`config.mk`:
```
export PLATFORM = sky130hd
export DESIGN_NAME = tcap_top
export DESIGN_NICKNAME = d
export VERILOG_FILES = /design/src/rtl/tcap_pkg.sv /design/src/rtl/tcap_evt_sync.sv /design/src/rtl/tcap_counter.sv /design/src/rtl/tcap_regfile.sv /design/src/rtl/tcap_top.sv
export SDC_FILE = /design/constraint.sdc
export NUM_CORES = 1
export LEC_CHECK = 0
export BUFFER_PORTS_ARGS = -buffer_cell sky130_fd_sc_hd__buf_2
export CORE_ASPECT_RATIO = 0.75
export CORE_MARGIN = 1
export CORE_UTILIZATION = 60
export CTS_CLUSTER_DIAMETER = 60
export CTS_CLUSTER_SIZE = 40
export DETAILED_ROUTE_END_ITERATION = 8
export PLACE_DENSITY = 0.87
export SLEW_MARGIN = 20
export SYNTH_ARGS = -nofsm -noshare
export SYNTH_HDL_FRONTEND = slang
export SYNTH_SLANG_ARGS = --single-unit
export TNS_END_PERCENT = 20
```
`constraint.sdc`:
```
create_clock -name clk -period 2.4 [get_ports clk]
set_clock_uncertainty 0.1 [all_clocks]
set_input_delay 0.48 -clock clk [delete_from_list [all_inputs] [get_ports clk]]
set_output_delay 0.48 -clock clk [all_outputs]
set_load 0.02 [all_outputs]
```
`src/rtl/tcap_pkg.sv`:
```
package tcap_pkg;
  localparam int BYTE_W = 8;
  localparam int WORD_W = 2 * BYTE_W;
  localparam int ADDR_W = 4;

  localparam logic [ADDR_W-1:0] A_CNT_L  = 4'd0;
  localparam logic [ADDR_W-1:0] A_CNT_H  = 4'd1;
  localparam logic [ADDR_W-1:0] A_CAP_L  = 4'd2;
  localparam logic [ADDR_W-1:0] A_CAP_H  = 4'd3;
  localparam logic [ADDR_W-1:0] A_CMPA_L = 4'd4;
  localparam logic [ADDR_W-1:0] A_CMPA_H = 4'd5;
  localparam logic [ADDR_W-1:0] A_CMPB_L = 4'd6;
  localparam logic [ADDR_W-1:0] A_CMPB_H = 4'd7;
  localparam logic [ADDR_W-1:0] A_MASK   = 4'd8;
  localparam logic [ADDR_W-1:0] A_FLAG   = 4'd9;
  localparam logic [ADDR_W-1:0] A_CTRL   = 4'd10;

  // flag / mask bit positions
  localparam int B_OVF  = 0;
  localparam int B_CMPA = 1;
  localparam int B_CMPB = 2;
  localparam int B_CAP  = 5;
  localparam logic [BYTE_W-1:0] IRQ_BITS = 8'h27;

  // number of 16-bit registers behind the byte port (counter + three)
  localparam int NWORD = 4;
endpackage

```
`src/rtl/tcap_evt_sync.sv`:
```
module tcap_evt_sync #(
  parameter int STAGES = 2
) (
  input  logic clk,
  input  logic rst_n,
  input  logic din,
  output logic pulse
);
  logic [STAGES-1:0] sh_q;
  logic              prev_q;

  generate
    if (STAGES == 1) begin : g_one
      always_ff @(posedge clk) begin
        if (!rst_n) sh_q <= '0;
        else        sh_q <= din;
      end
    end else begin : g_many
      always_ff @(posedge clk) begin
        if (!rst_n) sh_q <= '0;
        else        sh_q <= {sh_q[STAGES-2:0], din};
      end
    end
  endgenerate

  always_ff @(posedge clk) begin
    if (!rst_n) prev_q <= 1'b0;
    else        prev_q <= sh_q[STAGES-1];
  end

  assign pulse = sh_q[STAGES-1] & ~prev_q;

  // one event per edge
  a_r1_single_pulse: assert property (@(posedge clk) disable iff (!rst_n)
    pulse |=> !pulse);
endmodule

```
`src/rtl/tcap_counter.sv`:
```
module tcap_counter #(
  parameter int W = 16
) (
  input  logic         clk,
  input  logic         rst_n,
  input  logic         tick,
  input  logic         load,
  input  logic [W-1:0] load_val,
  input  logic         top_sel,
  input  logic [W-1:0] top_val,
  output logic [W-1:0] cnt,
  output logic         wrap
);
  logic [W-1:0] limit;

  assign limit = top_sel ? top_val : {W{1'b1}};
  assign wrap  = tick && !load && (cnt == limit);

  always_ff @(posedge clk) begin
    if (!rst_n)     cnt <= '0;
    else if (load)  cnt <= load_val;
    else if (tick)  cnt <= wrap ? '0 : cnt + 1'b1;
  end

  // wrap returns to zero
  a_r3_wrap_to_zero: assert property (@(posedge clk) disable iff (!rst_n)
    (tick && !load && top_sel && cnt == top_val) |=> (cnt == '0));
  a_r9_plain_wrap: assert property (@(posedge clk) disable iff (!rst_n)
    (tick && !load && !top_sel && cnt == {W{1'b1}}) |=> (cnt == '0));
endmodule

```
`src/rtl/tcap_regfile.sv`:
```
module tcap_regfile
  import tcap_pkg::*;
(
  input  logic              clk,
  input  logic              rst_n,
  input  logic [ADDR_W-1:0] bus_addr,
  input  logic              bus_wr,
  input  logic              bus_rd,
  input  logic [BYTE_W-1:0] bus_wdata,
  input  logic [WORD_W-1:0] cnt,
  input  logic              cap_evt,
  output logic [BYTE_W-1:0] temp_q,
  output logic              cnt_load,
  output logic [WORD_W-1:0] cnt_load_val,
  output logic [WORD_W-1:0] cap_q,
  output logic [WORD_W-1:0] cmpa_q,
  output logic [WORD_W-1:0] cmpb_q
);
  localparam int NREG = NWORD - 1;

  logic              word_sp;   // address falls in the 16-bit space
  logic [1:0]        pair;
  logic [WORD_W-1:0] words [NWORD];
  logic [WORD_W-1:0] r_q   [NREG];
  logic [NWORD-1:0]  wr_lo;

  assign word_sp = (bus_addr < ADDR_W'(2 * NWORD));
  assign pair    = bus_addr[2:1];

  assign words[0] = cnt;
  generate
    for (genvar i = 0; i < NREG; i++) begin : g_words
      assign words[i+1] = r_q[i];
    end
  endgenerate

  generate
    for (genvar i = 0; i < NWORD; i++) begin : g_wr
      assign wr_lo[i] = bus_wr && word_sp && !bus_addr[0] && (pair == 2'(i));
    end
  endgenerate

  // shared staging byte
  always_ff @(posedge clk) begin
    if (!rst_n)
      temp_q <= '0;
    else if (bus_wr && word_sp && bus_addr[0])
      temp_q <= bus_wdata;
    else if (bus_rd && word_sp && !bus_addr[0])
      temp_q <= words[pair][WORD_W-1:BYTE_W];
  end

  assign cnt_load     = wr_lo[0];
  assign cnt_load_val = {temp_q, bus_wdata};

  generate
    for (genvar i = 0; i < NREG; i++) begin : g_reg
      if (i == 0) begin : g_cap
        always_ff @(posedge clk) begin
          if (!rst_n)          r_q[i] <= '0;
          else if (wr_lo[i+1]) r_q[i] <= {temp_q, bus_wdata};
          else if (cap_evt)    r_q[i] <= cnt;
        end
        // capture copies the counter
        a_r1_capture: assert property (@(posedge clk) disable iff (!rst_n)
          (cap_evt && !wr_lo[i+1]) |=> (r_q[i] == $past(cnt)));
      end else begin : g_cmp
        always_ff @(posedge clk) begin
          if (!rst_n)          r_q[i] <= '0;
          else if (wr_lo[i+1]) r_q[i] <= {temp_q, bus_wdata};
        end
      end
      // atomic commit of both halves
      a_r5_commit: assert property (@(posedge clk) disable iff (!rst_n)
        wr_lo[i+1] |=> (r_q[i] == {$past(temp_q), $past(bus_wdata)}));
    end
  endgenerate

  assign cap_q  = r_q[0];
  assign cmpa_q = r_q[1];
  assign cmpb_q = r_q[2];
endmodule

```
`src/rtl/tcap_top.sv`:
```
module tcap_top
  import tcap_pkg::*;
#(
  parameter int SYNC_STAGES = 2
) (
  input  logic              clk,
  input  logic              rst_n,
  input  logic              tick,
  input  logic              cap_pin,
  input  logic              acomp_out,
  input  logic              gie,
  input  logic [ADDR_W-1:0] bus_addr,
  input  logic              bus_wr,
  input  logic              bus_rd,
  input  logic [BYTE_W-1:0] bus_wdata,
  output logic [BYTE_W-1:0] bus_rdata,
  output logic [3:0]        irq_req
);
  logic [1:0]        ctrl_q;     // [0] source select, [1] capture-as-limit
  logic [BYTE_W-1:0] mask_q;
  logic [BYTE_W-1:0] flag_q;
  logic [BYTE_W-1:0] flag_set;
  logic [BYTE_W-1:0] flag_clr;

  logic              evt_src;
  logic              evt_pulse;
  logic              cap_evt;
  logic [WORD_W-1:0] cnt;
  logic              wrap;
  logic              cnt_load;
  logic [WORD_W-1:0] cnt_load_val;
  logic [BYTE_W-1:0] temp_q;
  logic [WORD_W-1:0] cap_q;
  logic [WORD_W-1:0] cmpa_q;
  logic [WORD_W-1:0] cmpb_q;

  assign evt_src = ctrl_q[0] ? acomp_out : cap_pin;

  tcap_evt_sync #(.STAGES(SYNC_STAGES)) u_sync (
    .clk   (clk),
    .rst_n (rst_n),
    .din   (evt_src),
    .pulse (evt_pulse)
  );

  assign cap_evt = evt_pulse && !ctrl_q[1];

  tcap_regfile u_regs (
    .clk          (clk),
    .rst_n        (rst_n),
    .bus_addr     (bus_addr),
    .bus_wr       (bus_wr),
    .bus_rd       (bus_rd),
    .bus_wdata    (bus_wdata),
    .cnt          (cnt),
    .cap_evt      (cap_evt),
    .temp_q       (temp_q),
    .cnt_load     (cnt_load),
    .cnt_load_val (cnt_load_val),
    .cap_q        (cap_q),
    .cmpa_q       (cmpa_q),
    .cmpb_q       (cmpb_q)
  );

  tcap_counter #(.W(WORD_W)) u_cnt (
    .clk      (clk),
    .rst_n    (rst_n),
    .tick     (tick),
    .load     (cnt_load),
    .load_val (cnt_load_val),
    .top_sel  (ctrl_q[1]),
    .top_val  (cap_q),
    .cnt      (cnt),
    .wrap     (wrap)
  );

  // control and mask
  always_ff @(posedge clk) begin
    if (!rst_n) begin
      ctrl_q <= '0;
      mask_q <= '0;
    end else if (bus_wr) begin
      if (bus_addr == A_CTRL) ctrl_q <= bus_wdata[1:0];
      if (bus_addr == A_MASK) mask_q <= bus_wdata & IRQ_BITS;
    end
  end

  // flag set sources
  always_comb begin
    flag_set         = '0;
    flag_set[B_CAP]  = cap_evt;
    flag_set[B_OVF]  = wrap;
    flag_set[B_CMPA] = tick && (cnt == cmpa_q);
    flag_set[B_CMPB] = tick && (cnt == cmpb_q);
  end

  assign flag_clr = (bus_wr && bus_addr == A_FLAG) ? (bus_wdata & IRQ_BITS) : '0;

  always_ff @(posedge clk) begin
    if (!rst_n) flag_q <= '0;
    else        flag_q <= (flag_q & ~flag_clr) | flag_set;
  end

  generate
    for (genvar b = 0; b < BYTE_W; b++) begin : g_flag_chk
      if (IRQ_BITS[b]) begin : g_live
        // set beats clear
        a_r8_set_wins: assert property (@(posedge clk) disable iff (!rst_n)
          flag_set[b] |=> flag_q[b]);
      end
    end
  endgenerate

  assign irq_req = {4{gie}} & {mask_q[B_CAP]  & flag_q[B_CAP],
                               mask_q[B_CMPB] & flag_q[B_CMPB],
                               mask_q[B_CMPA] & flag_q[B_CMPA],
                               mask_q[B_OVF]  & flag_q[B_OVF]};

  // read mux
  always_comb begin
    bus_rdata = '0;
    if (bus_rd) begin
      case (bus_addr)
        A_CNT_L:  bus_rdata = cnt[BYTE_W-1:0];
        A_CAP_L:  bus_rdata = cap_q[BYTE_W-1:0];
        A_CMPA_L: bus_rdata = cmpa_q[BYTE_W-1:0];
        A_CMPB_L: bus_rdata = cmpb_q[BYTE_W-1:0];
        A_CNT_H, A_CAP_H, A_CMPA_H, A_CMPB_H: bus_rdata = temp_q;
        A_MASK:   bus_rdata = mask_q;
        A_FLAG:   bus_rdata = flag_q;
        A_CTRL:   bus_rdata = {{(BYTE_W-2){1'b0}}, ctrl_q};
        default:  bus_rdata = '0;
      endcase
    end
  end

  // no request without global enable
  a_r7_gie_gate: assert property (@(posedge clk) disable iff (!rst_n)
    !gie |-> (irq_req == 4'b0000));
  // capture ignored while capture acts as limit
  a_r3_no_capture: assert property (@(posedge clk) disable iff (!rst_n)
    (ctrl_q[1] && !(bus_wr && bus_addr == A_CAP_L)) |=> $stable(cap_q));
endmodule

```
==> impl_metrics.tcl, run 1 <==
set metrics [dict create \
    yosys.area_share.adder_pct 0.244 \
    fin_setup_tns_ns 0 \
    number_of_global_route_vias_before_repair 4375 \
    dominantRegCellSynth "edfxtp_1" \
    postSynthNetCount 536 \
    die_y_um 82.0 \
    ys_warn_count 0 \
    max_stage_delay_ns 0.37 \
    syn2layout_area_growth_pct 16.7 \
    period_share_pct 99.3 \
    worst_slew_margin_rel_pct 57.8 \
    synth_top_cell_area_share_pct 28.1 \
    postLayoutCoreUtil_pct 73.8 \
    drv.max_cap_violation_count 0 \
    clock_latency_ns 0.35 \
    critical_path.cell_chain "clkbuf_4, nand2b_1, nor3_1, buf_4, a222oi_1, a21oi_1, buf_2" \
    syn_area_per_cell_um2 9.94 \
    finalSetupViolCount 0 \
    reg2reg_to "u_cnt.cnt[0]" \
    synth_top_area_cell "edfxtp_1" \
    grt_setup_unrepaired "true" \
    max_fclk_mhz 419 \
    antenna_cells 0 \
    worst_r2r_startpoint "u_regs.r_q[0][4]" \
    netlist_instances 515 \
    xor_xnor_fraction_of_synth_area_pct 9.24 \
    floorplan.die.width_um 109 \
    start_util_pct 63.3 \
    reg2reg_setup_slack_ns 0.12 \
    cts_buffer_depth 2 \
    cell_types_with_the_largest_area_share_after_synthesis "edfxtp_1 (28%), dfxtp_1 (14%), xnor2_1 (6.0%), and2_1 (4.4%), a21oi_1 (4.2%)" \
    synthDistinctLibCells 53 \
    synth_mux_area_share_pct 4.32 \
    worstHoldEndpoint "u_sync.sh_q[0]" \
    io_pins 32 \
    route.antenna.remaining_nets 0 \
    cp_slowest_cell "a222oi_1" \
    final.min_clock_period_ns 2.38 \
    min_delay_path_depth 3 \
    clk_pin_slew_ns 0.06 \
    cts_h_tree_depth 3 \
    synth_compound_gate_area_share_pct 17.3 \
    globalRouteTotalUtil_pct 39.6 \
    overflow 0 \
    route.detailed.vias_per_inst 6.99 \
    synth_common_cells "edfxtp_1 (48), nand2_1 (45), a21oi_1 (43)" \
    drive_gt1_share_pct 21.3 \
    detailed_router_iteration_count_before_antenna_repair 7 \
    timing.critical_path.required_ns 1.82 \
    cell_with_the_most_instances_after_synthesis "edfxtp_1" \
    post_synth_and_or_nand_nor_area_fraction_pct 21.6 \
    nets 584 \
    r2r_cells 7 \
    worst_setup_sp "bus_addr[0]" \
    p_leak_nw 2.17 \
    place_inst 657 \
    synth-async-reset-ratio_pct 0 \
    post-route-drc-count 0 \
    max_slew.worst_pin.slew_ns 0.631 \
    cp_top_family "buffers and inverters" \
    synth.ff_latch_count 85 \
    grt_antenna_before_repair 0 \
    cellPowerDensity_nw_per_um2 611 \
    num_vias 4705 \
    design.core.area_um2 8090 \
    max-vdd-ir-drop_v 0.000525 \
    dr.first_iter.drc_count 627 \
    min_from "cap_pin" \
    worst-endpoint-arrival_ns 1.80 \
    path_max_fanout 12 \
    gp_routability_congestion 0.973 \
    clock-root-buffer "clkbuf_16" \
    cp-end-kind "output pin" \
    clock_sink_count 85 \
    cts_tree "built" \
    final_cell_count_no_fill 673 \
    routed_wirelength_um 16900 \
    synth-edff-count 48 \
    run_status "completed" \
    avgRoutedWirePerCell_um 25.1 \
    worstHoldPathType "input port to flop" \
    netlist_area_um2 5120 \
    grt_first_pass_wirelength_um 25200 \
    largest_net_degree_at_the_start_of_global_routing 33 \
    final_hold_viol_count 0 \
    critPathLaunchType "input port" \
    numPortBuffers 31 \
    dp_hpwl_um 12000 \
    dieArea_um2 8910 \
    worstSetupPathType "input port to output pin" \
    timing_max_transition_violations_final 0 \
    placement_rows 28 \
    synth_top_family_by_area "simple AND/OR/NAND/NOR gates" \
    sequential_area_share_after_synthesis_pct 42.6 \
    cts_buffers 9 \
    worstPathBufferInverterCount 3 \
]
==> routing by layer <==
layer  GRT usage [%]  vias up  wire length, um
met2            59.1      359             7290
met4            14.3        0              559
met5               0        -                0
li1                -     2036                -
met3            12.2       65             2520
met1            54.3     2245             6500
==> how the worst max path moves through the flow <==
stage | end | slack [ns] | cells past startpoint
floorplan | bus_rdata[3] | 0.06 | 5
CTS | bus_rdata[1] | 0.008 | 6
finish | bus_rdata[3] | 0.02 | 7
global route | bus_rdata[6] | -0.02 | 7
detailed placement | bus_rdata[5] | 0.02 | 7
global placement | bus_rdata[4] | 0.05 | 7
==> state kept, by name, summed over array words and instances, names as in the netlist <==
| name | count |
|---|---|
| flag_q | 4 |
| u_sync.prev_q | 1 |
| mask_q | 4 |
| u_sync.sh_q | 2 |
| u_cnt.cnt | 16 |
| ctrl_q | 2 |
| u_regs.r_q | 48 |
| u_regs.temp_q | 8 |
==> placed cells by master, fill, tap and decap left out, drive strengths merged, types with 17 or more instances in the layout <==
| master | synthesis | layout |
|---|---|---|
| a21oi | 43 | 43 |
| and2 | 36 | 36 |
| o32ai | 20 | 20 |
| buf | 24 | 80 |
| nand2 | 45 | 45 |
| edfxtp | 48 | 48 |
| a22o | 17 | 17 |
| nor3b | 18 | 18 |
| dfxtp | 37 | 37 |
| xnor2 | 35 | 35 |
| xor2 | 19 | 19 |
| nor2 | 18 | 18 |
==> where the power goes <==
part | switching, W | internal, W | total, W
registers | 0.0000834 | 0.00160 | 0.00168
clock network | 0.000587 | 0.00103 | 0.00162
logic | 0.000210 | 0.000142 | 0.000352
total | 0.000880 | 0.00277 | 0.00365
==> repair_timing <==
action / CTS / global route
endpoints found under the setup margin: 0 / 14
hold buffers: 0 / 0
gates resized for setup: 0 / 7
setup buffers: 0 / 0
==> area by class of cell <==
| class | count | area (um2) |
|---|---|---|
| Clock inverter | 4 | 76.3 |
| Timing Repair Buffer | 82 | 568 |
| Multi-Input combinational cell | 380 | 2720 |
| Tap cell | 105 | 131 |
| Clock buffer | 12 | 278 |
| Inverter | 5 | 18.8 |
| Fill cell | 591 | 2120 |
| Sequential cell | 85 | 2180 |
==> through the flow <==
step                      hold slack, ns  power (W)  instance area, um2  worst slack [ns]
after floorplan                    0.312    0.00187                5130            0.0554
after global placement             0.315    0.00203                5600            0.0521
after detailed placement           0.346    0.00204                5600            0.0209
after CTS                          0.285    0.00364                5960           0.00792
after global routing               0.300    0.00372                5980           -0.0223
final                              0.294    0.00365                5980            0.0158
==> tightest hold or removal path, cell delays in order <==
cell	delay (ns)
buf_2	0.07
mux2i_1	0.07
nor2_1	0.08
==> logic make-up (layout without fill, tap and decap cells) <==
| logic type | count (synthesis) | count (layout) |
|---|---|---|
| flops | 85 | 85 |
| buf+inv | 50 | 103 |
| simple gates | 189 | 189 |
| xor+xnor | 54 | 54 |
| compound gates | 124 | 124 |
| mux | 12 | 12 |
| fa+ha+maj | 1 | 1 |
Note: power is estimated with default switching activity, not from simulation.
==> run 2: changes to the inputs <==
Settings changed: GPL_TIMING_DRIVEN set to 0.
==> run 2 against run 1 <==
The flow now finishes with violations (negative setup slack); total power fell by 7.6%; register-to-register slack got worse by 0.17 ns; die area did not move; first-iteration DRC count rose by 35%; critical path depth did not move; sequential cell count did not move; non-clock buffer count rose by 6; final cell count rose by 0.89%; clock power fell by 19%; critical path type is now flop to flop; critical endpoint is now u_cnt.cnt[9]; largest cell class unchanged.
==> impl_metrics.tcl, run 2 (synthesis gave the netlist of run 1 again) <==
set metrics [dict create \
    design.core.area_um2 8090 \
    clock-root-buffer "clkbuf_16" \
    worstHoldPathType "input port to flop" \
    final_hold_viol_count 0 \
    power_frac_clock_pct 39.2 \
    worstSetupPathType "flop to flop" \
    path_max_fanout 10 \
    io_pins 32 \
    dp_hpwl_um 11700 \
    failed_checks "negative setup slack" \
    avgRoutedWirePerCell_um 25.1 \
    switchingPower_w 0.000916 \
    share_seq_of_total_power_pct 49.7 \
    grt_antenna_before_repair 0 \
    finalSetupViolCount 9 \
    drv.max_cap_violation_count 0 \
    post-route-drc-count 0 \
    clock_latency_ns 0.35 \
    largest_register_ff_count 48 \
    numPortBuffers 28 \
    drive_gt1_share_pct 21.1 \
    clock_sink_count 85 \
    period_share_pct 102 \
    critPathLaunchType "flop" \
    grt.met3_usage_pct 12.1 \
    comb_power_share_pct 11.1 \
    cp-end-kind "flop" \
    cp_top_family "simple AND/OR/NAND/NOR gates" \
    timing.critical_path.required_ns 2.49 \
    clk_pin_slew_ns 0.06 \
    dieArea_um2 8910 \
    max_fclk_mhz 408 \
    leading_registers_by_flop_count "u_regs.r_q: 48 flops, u_cnt.cnt: 16 flops, u_regs.temp_q: 8 flops" \
    mostFrequentLayoutCell "edfxtp_1" \
    run_status "complete, but fails checks" \
    cts_buffers 9 \
    hold_ws_ns 0.304 \
    sw_frac_of_total_pct 27.1 \
    globalRouteTotalUtil_pct 39.0 \
    detailed_router_iteration_count_before_antenna_repair 8 \
    routed_wirelength_um 17000 \
    cts_buffer_depth 2 \
    cts_h_tree_depth 3 \
    cellPowerDensity_nw_per_um2 562 \
    timing_max_transition_violations_final 0 \
    gp_routability_congestion 0.969 \
    p_leak_nw 2.15 \
    num_vias 4859 \
    worst_slew_margin_rel_pct 34.2 \
    start_util_pct 63.3 \
    final.setup.worst_slack_ns -0.0527 \
    nets 590 \
    antenna_cells 0 \
    floorplan.die.width_um 109 \
    grt.met2_usage_pct 58.9 \
    largest_net_degree_at_the_start_of_global_routing 17 \
    die_y_um 82.0 \
    p_int_w 0.00246 \
    route.antenna.remaining_nets 0 \
    max_slew.worst_pin.slew_ns 0.985 \
    dr.first_iter.drc_count 844 \
    worst-endpoint-arrival_ns 2.54 \
    overflow 0 \
    max-vdd-ir-drop_v 0.000560 \
    route.detailed.vias_per_inst 7.16 \
    placement_rows 28 \
    place_inst 648 \
    registers.top_by_ff_count "u_regs.r_q" \
    top_usage_layer "met2" \
    final_cell_mix "edfxtp_1 (48), nand2_1 (45), a21oi_1 (42)" \
    max_stage_delay_ns 0.46 \
    final.min_clock_period_ns 2.45 \
    critical_path.cell_chain "buf_2, nor4bb_1, and2_1, o32ai_1, nor4_4, buf_6, o32ai_1" \
    use_met1_pct 52.9 \
    timing.critical_path.mode_cell "o32ai_1" \
    syn2layout_area_growth_pct 17.4 \
    worstPathBufferInverterCount 2 \
    cp_slowest_cell "nor4_4" \
    cts_tree "built" \
    final_cell_count_no_fill 679 \
    grt_first_pass_wirelength_um 24600 \
    number_of_global_route_vias_before_repair 4397 \
    grt_setup_unrepaired "true" \
]
-- run 2: final timing paths --
| path | slack, ns | cells past startpoint | endpoint | from |
|---|---|---|---|---|
| max | -0.05 | 7 | u_cnt.cnt[9] | u_cnt.cnt[14] |
| max reg2reg | -0.05 | 7 | u_cnt.cnt[9] | u_cnt.cnt[14] |
| min | 0.30 | 3 | u_sync.sh_q[0] | cap_pin |
| min reg2reg | 0.34 | 1 | u_sync.sh_q[1] | u_sync.sh_q[0] |
-- run 2: per-layer routing --
layer | wire length [um] | share of wire, % | vias up
met4 | 783 | 4.6 | 0
li1 | - | - | 2048
met1 | 6500 | 38 | 2291
met5 | 0 | 0 | -
met2 | 7240 | 43 | 423
met3 | 2500 | 15 | 97
-- run 2: cell type report --
class / count / area, um2
multi-input combinational: 380 / 2800
sequential: 85 / 2180
fill: 569 / 2080
timing repair buffer: 44 / 308
buffer: 44 / 289
clock buffer: 10 / 230
tap: 105 / 131
clock inverter: 6 / 47.5
inverter: 5 / 22.5
-- run 2: repair_timing --
item / in CTS / in global routing
buffers inserted: 5 / 11
endpoints found under the hold margin: 0 / 0
gates resized for setup: 36 / 21
setup endpoints to repair: 34 / 19
gates cloned: 0 / 1
hold buffers: 0 / 0
pin swaps: 9 / 9
-- run 2: power by group through the flow --
stage               combinational [W]  sequential [W]  clock [W]
floorplan                    0.000210         0.00166          0
global placement             0.000303         0.00170          0
detailed placement           0.000308         0.00170          0
CTS                          0.000335         0.00167    0.00132
global route                 0.000392         0.00168    0.00137
finish                       0.000376         0.00168    0.00132
-- run 2: metrics by stage --
step                TNS [ns]  util (%)  total power (W)  area [um2]  setup WS (ns)
CTS                        0      72.2          0.00332        5840        0.00768
global placement      -20.77      66.7          0.00200        5400         -0.445
detailed placement    -22.50      66.7          0.00201        5400         -0.451
global route          -0.535      74.3          0.00344        6010        -0.0753
floorplan                  0         -          0.00187        5130         0.0554
finish                -0.198      74.3          0.00338        6010        -0.0527
-- run 2: worst register-to-register path: stages, from the launching register on --
cell and delay, ns:
dfxtp_1 0.32, buf_2 0.25, nor4bb_1 0.45, and2_1 0.24, o32ai_1 0.16, nor4_4 0.46, buf_6 0.21, o32ai_1 0.12
==> run 3: changes to the inputs <==
Settings changed: MAX_ROUTING_LAYER set to met4, PLACE_DENSITY 0.87 to unset, PLACE_DENSITY_LB_ADDON set to 0.12.
==> run 3 against run 2 <==
The run still ends with negative setup slack left; critical endpoint is now bus_rdata[1]; register-to-register slack better by 0.07 ns; design area is 2.4% lower; wire length down 4.9%; critical path depth is 1 lower; global-route usage is 0.27 points higher; clock-buffer cell count increased by 1; worst setup slack better by 0.010 ns; combinational power fell by 5.9%; fmax increased by 0.41%.
==> impl_metrics.tcl, run 3 (synthesis gave the netlist of run 1 again) <==
set metrics [dict create \
    p_int_w 0.00244 \
    nets 583 \
    largest_net_degree_at_the_start_of_global_routing 17 \
    die_y_um 82.0 \
    grt_setup_unrepaired "true" \
    clock_latency_ns 0.34 \
    worst_r2r_startpoint "u_regs.r_q[0][0]" \
    floorplan.die.width_um 109 \
    overflow 0 \
    largest_register_ff_count 48 \
    number_of_global_route_vias_before_repair 4198 \
    finalPower_w 0.00330 \
    dieArea_um2 8910 \
    route.antenna.remaining_nets 0 \
    cts_hold_buffers_added 0 \
    postLayoutCoreUtil_pct 72.5 \
    grt_first_pass_wirelength_um 24200 \
    timing.critical_path.required_ns 1.82 \
    clock_sink_count 85 \
    avgRoutedWirePerCell_um 24.1 \
    start_util_pct 63.3 \
    worstHoldPathType "input port to flop" \
    share_seq_of_total_power_pct 50.8 \
    routed_wirelength_um 16200 \
    grt_antenna_before_repair 0 \
    switchingPower_w 0.000861 \
    drive_gt1_share_pct 18.2 \
    numPortBuffers 28 \
    antenna_cells 0 \
    detailed_router_iteration_count_before_antenna_repair 6 \
    post-route-drc-count 0 \
    timing_max_transition_violations_final 0 \
    finalSetupViolCount 3 \
    path_max_fanout 10 \
    globalRouteTotalUtil_pct 39.3 \
    fin_setup_tns_ns -0.0690 \
    cp-end-kind "output pin" \
    sw_frac_of_total_pct 26.1 \
    drv.max_cap_violation_count 0 \
    run_status "complete, but fails checks" \
    power_frac_clock_pct 38.4 \
    period_share_pct 102 \
    clk_pin_slew_ns 0.06 \
    cts_buffers 9 \
    dp_hpwl_um 11800 \
    io_pins 32 \
    num_vias 4616 \
    max-vdd-ir-drop_v 0.000512 \
    placement_rows 28 \
    worst-endpoint-arrival_ns 1.86 \
    final.min_clock_period_ns 2.44 \
    cellPowerDensity_nw_per_um2 562 \
    dr.first_iter.drc_count 629 \
    cts_buffer_depth 2 \
    worst_slew_margin_rel_pct 28.8 \
    route.detailed.vias_per_inst 6.87 \
    failed_checks "negative setup slack" \
    final_hold_viol_count 0 \
    mostFrequentLayoutCell "edfxtp_1" \
    clock-root-buffer "clkbuf_16" \
    leading_registers_by_flop_count "u_regs.r_q: 48 flops, u_cnt.cnt: 16 flops, u_regs.temp_q: 8 flops" \
    gp_routability_congestion 0.991 \
    cts_h_tree_depth 3 \
    max_fclk_mhz 409 \
    design.core.area_um2 8090 \
    min_from "cap_pin" \
    syn2layout_area_growth_pct 14.5 \
    registers.top_by_ff_count "u_regs.r_q" \
    final.setup.worst_slack_ns -0.0427 \
    critPathLaunchType "input port" \
    p_leak_nw 2.08 \
    max_slew.worst_pin.slew_ns 1.07 \
    cts_tree "built" \
    worstSetupPathType "input port to output pin" \
    final_cell_mix "edfxtp_1 (48), nand2_1 (45), a21oi_1 (43)" \
    comb_power_share_pct 10.7 \
    worst_setup_sp "bus_addr[0]" \
]
## run 3: worst max-delay path: stages
cell	delay [ns]
buf_2	0.20
clkbuf_4	0.25
mux2_2	0.35
a22oi_1	0.25
a31oi_1	0.14
buf_2	0.18
## run 3: timing repair
item | in CTS | in global routing
buffers inserted | 5 | 4
endpoints found under the setup margin | 34 | 17
endpoints found under the hold margin | 0 | 0
resized for setup | 31 | 12
pin swaps | 8 | 7
## run 3: final timing paths
check                           cells past startpoint  slack (ns)        endpoint
worst max-delay path                                6       -0.04    bus_rdata[1]
worst min register to register                      1        0.35  u_sync.sh_q[1]
worst min-delay path                                3        0.29  u_sync.sh_q[0]
worst max register to register                      6        0.02    u_cnt.cnt[7]
## run 3: metal layers
metal  track usage [%]  vias to the layer above  share of wire [%]
li1                  -                     2030                  -
met1              55.3                     2231                 42
met2              55.9                      306                 42
met3              7.54                       49                 13
met4              15.1                        0                3.2
met5                 -                        -                  0
## run 3: cell type report
class                           instances  area (um2)
Tap cell                              105         131
Fill cell                             612        2230
Multi-Input combinational cell        380        2770
Sequential cell                        85        2180
Timing Repair Buffer                   37         230
Clock inverter                          5        35.0
Clock buffer                           11         233
Inverter                                5        18.8
Buffer                                 44         265
## run 3: power by group through the flow
stage	sequential [W]	clock, W	combinational (W)
floorplan	0.00166	0	0.000210
global placement	0.00170	0	0.000306
detailed placement	0.00170	0	0.000309
CTS	0.00167	0.00127	0.000335
global route	0.00168	0.00133	0.000375
finish	0.00168	0.00127	0.000354
## run 3: per-stage QoR
stage               setup slack, ns  cells  instance area, um2  hold slack [ns]
floorplan                    0.0554    515                5130            0.312
global placement             -0.431    648                5400            0.324
detailed placement           -0.426    648                5400            0.336
CTS                        -0.00595    668                5810            0.286
global route                -0.0505    672                5860            0.317
finish                      -0.0427    672                5860            0.292
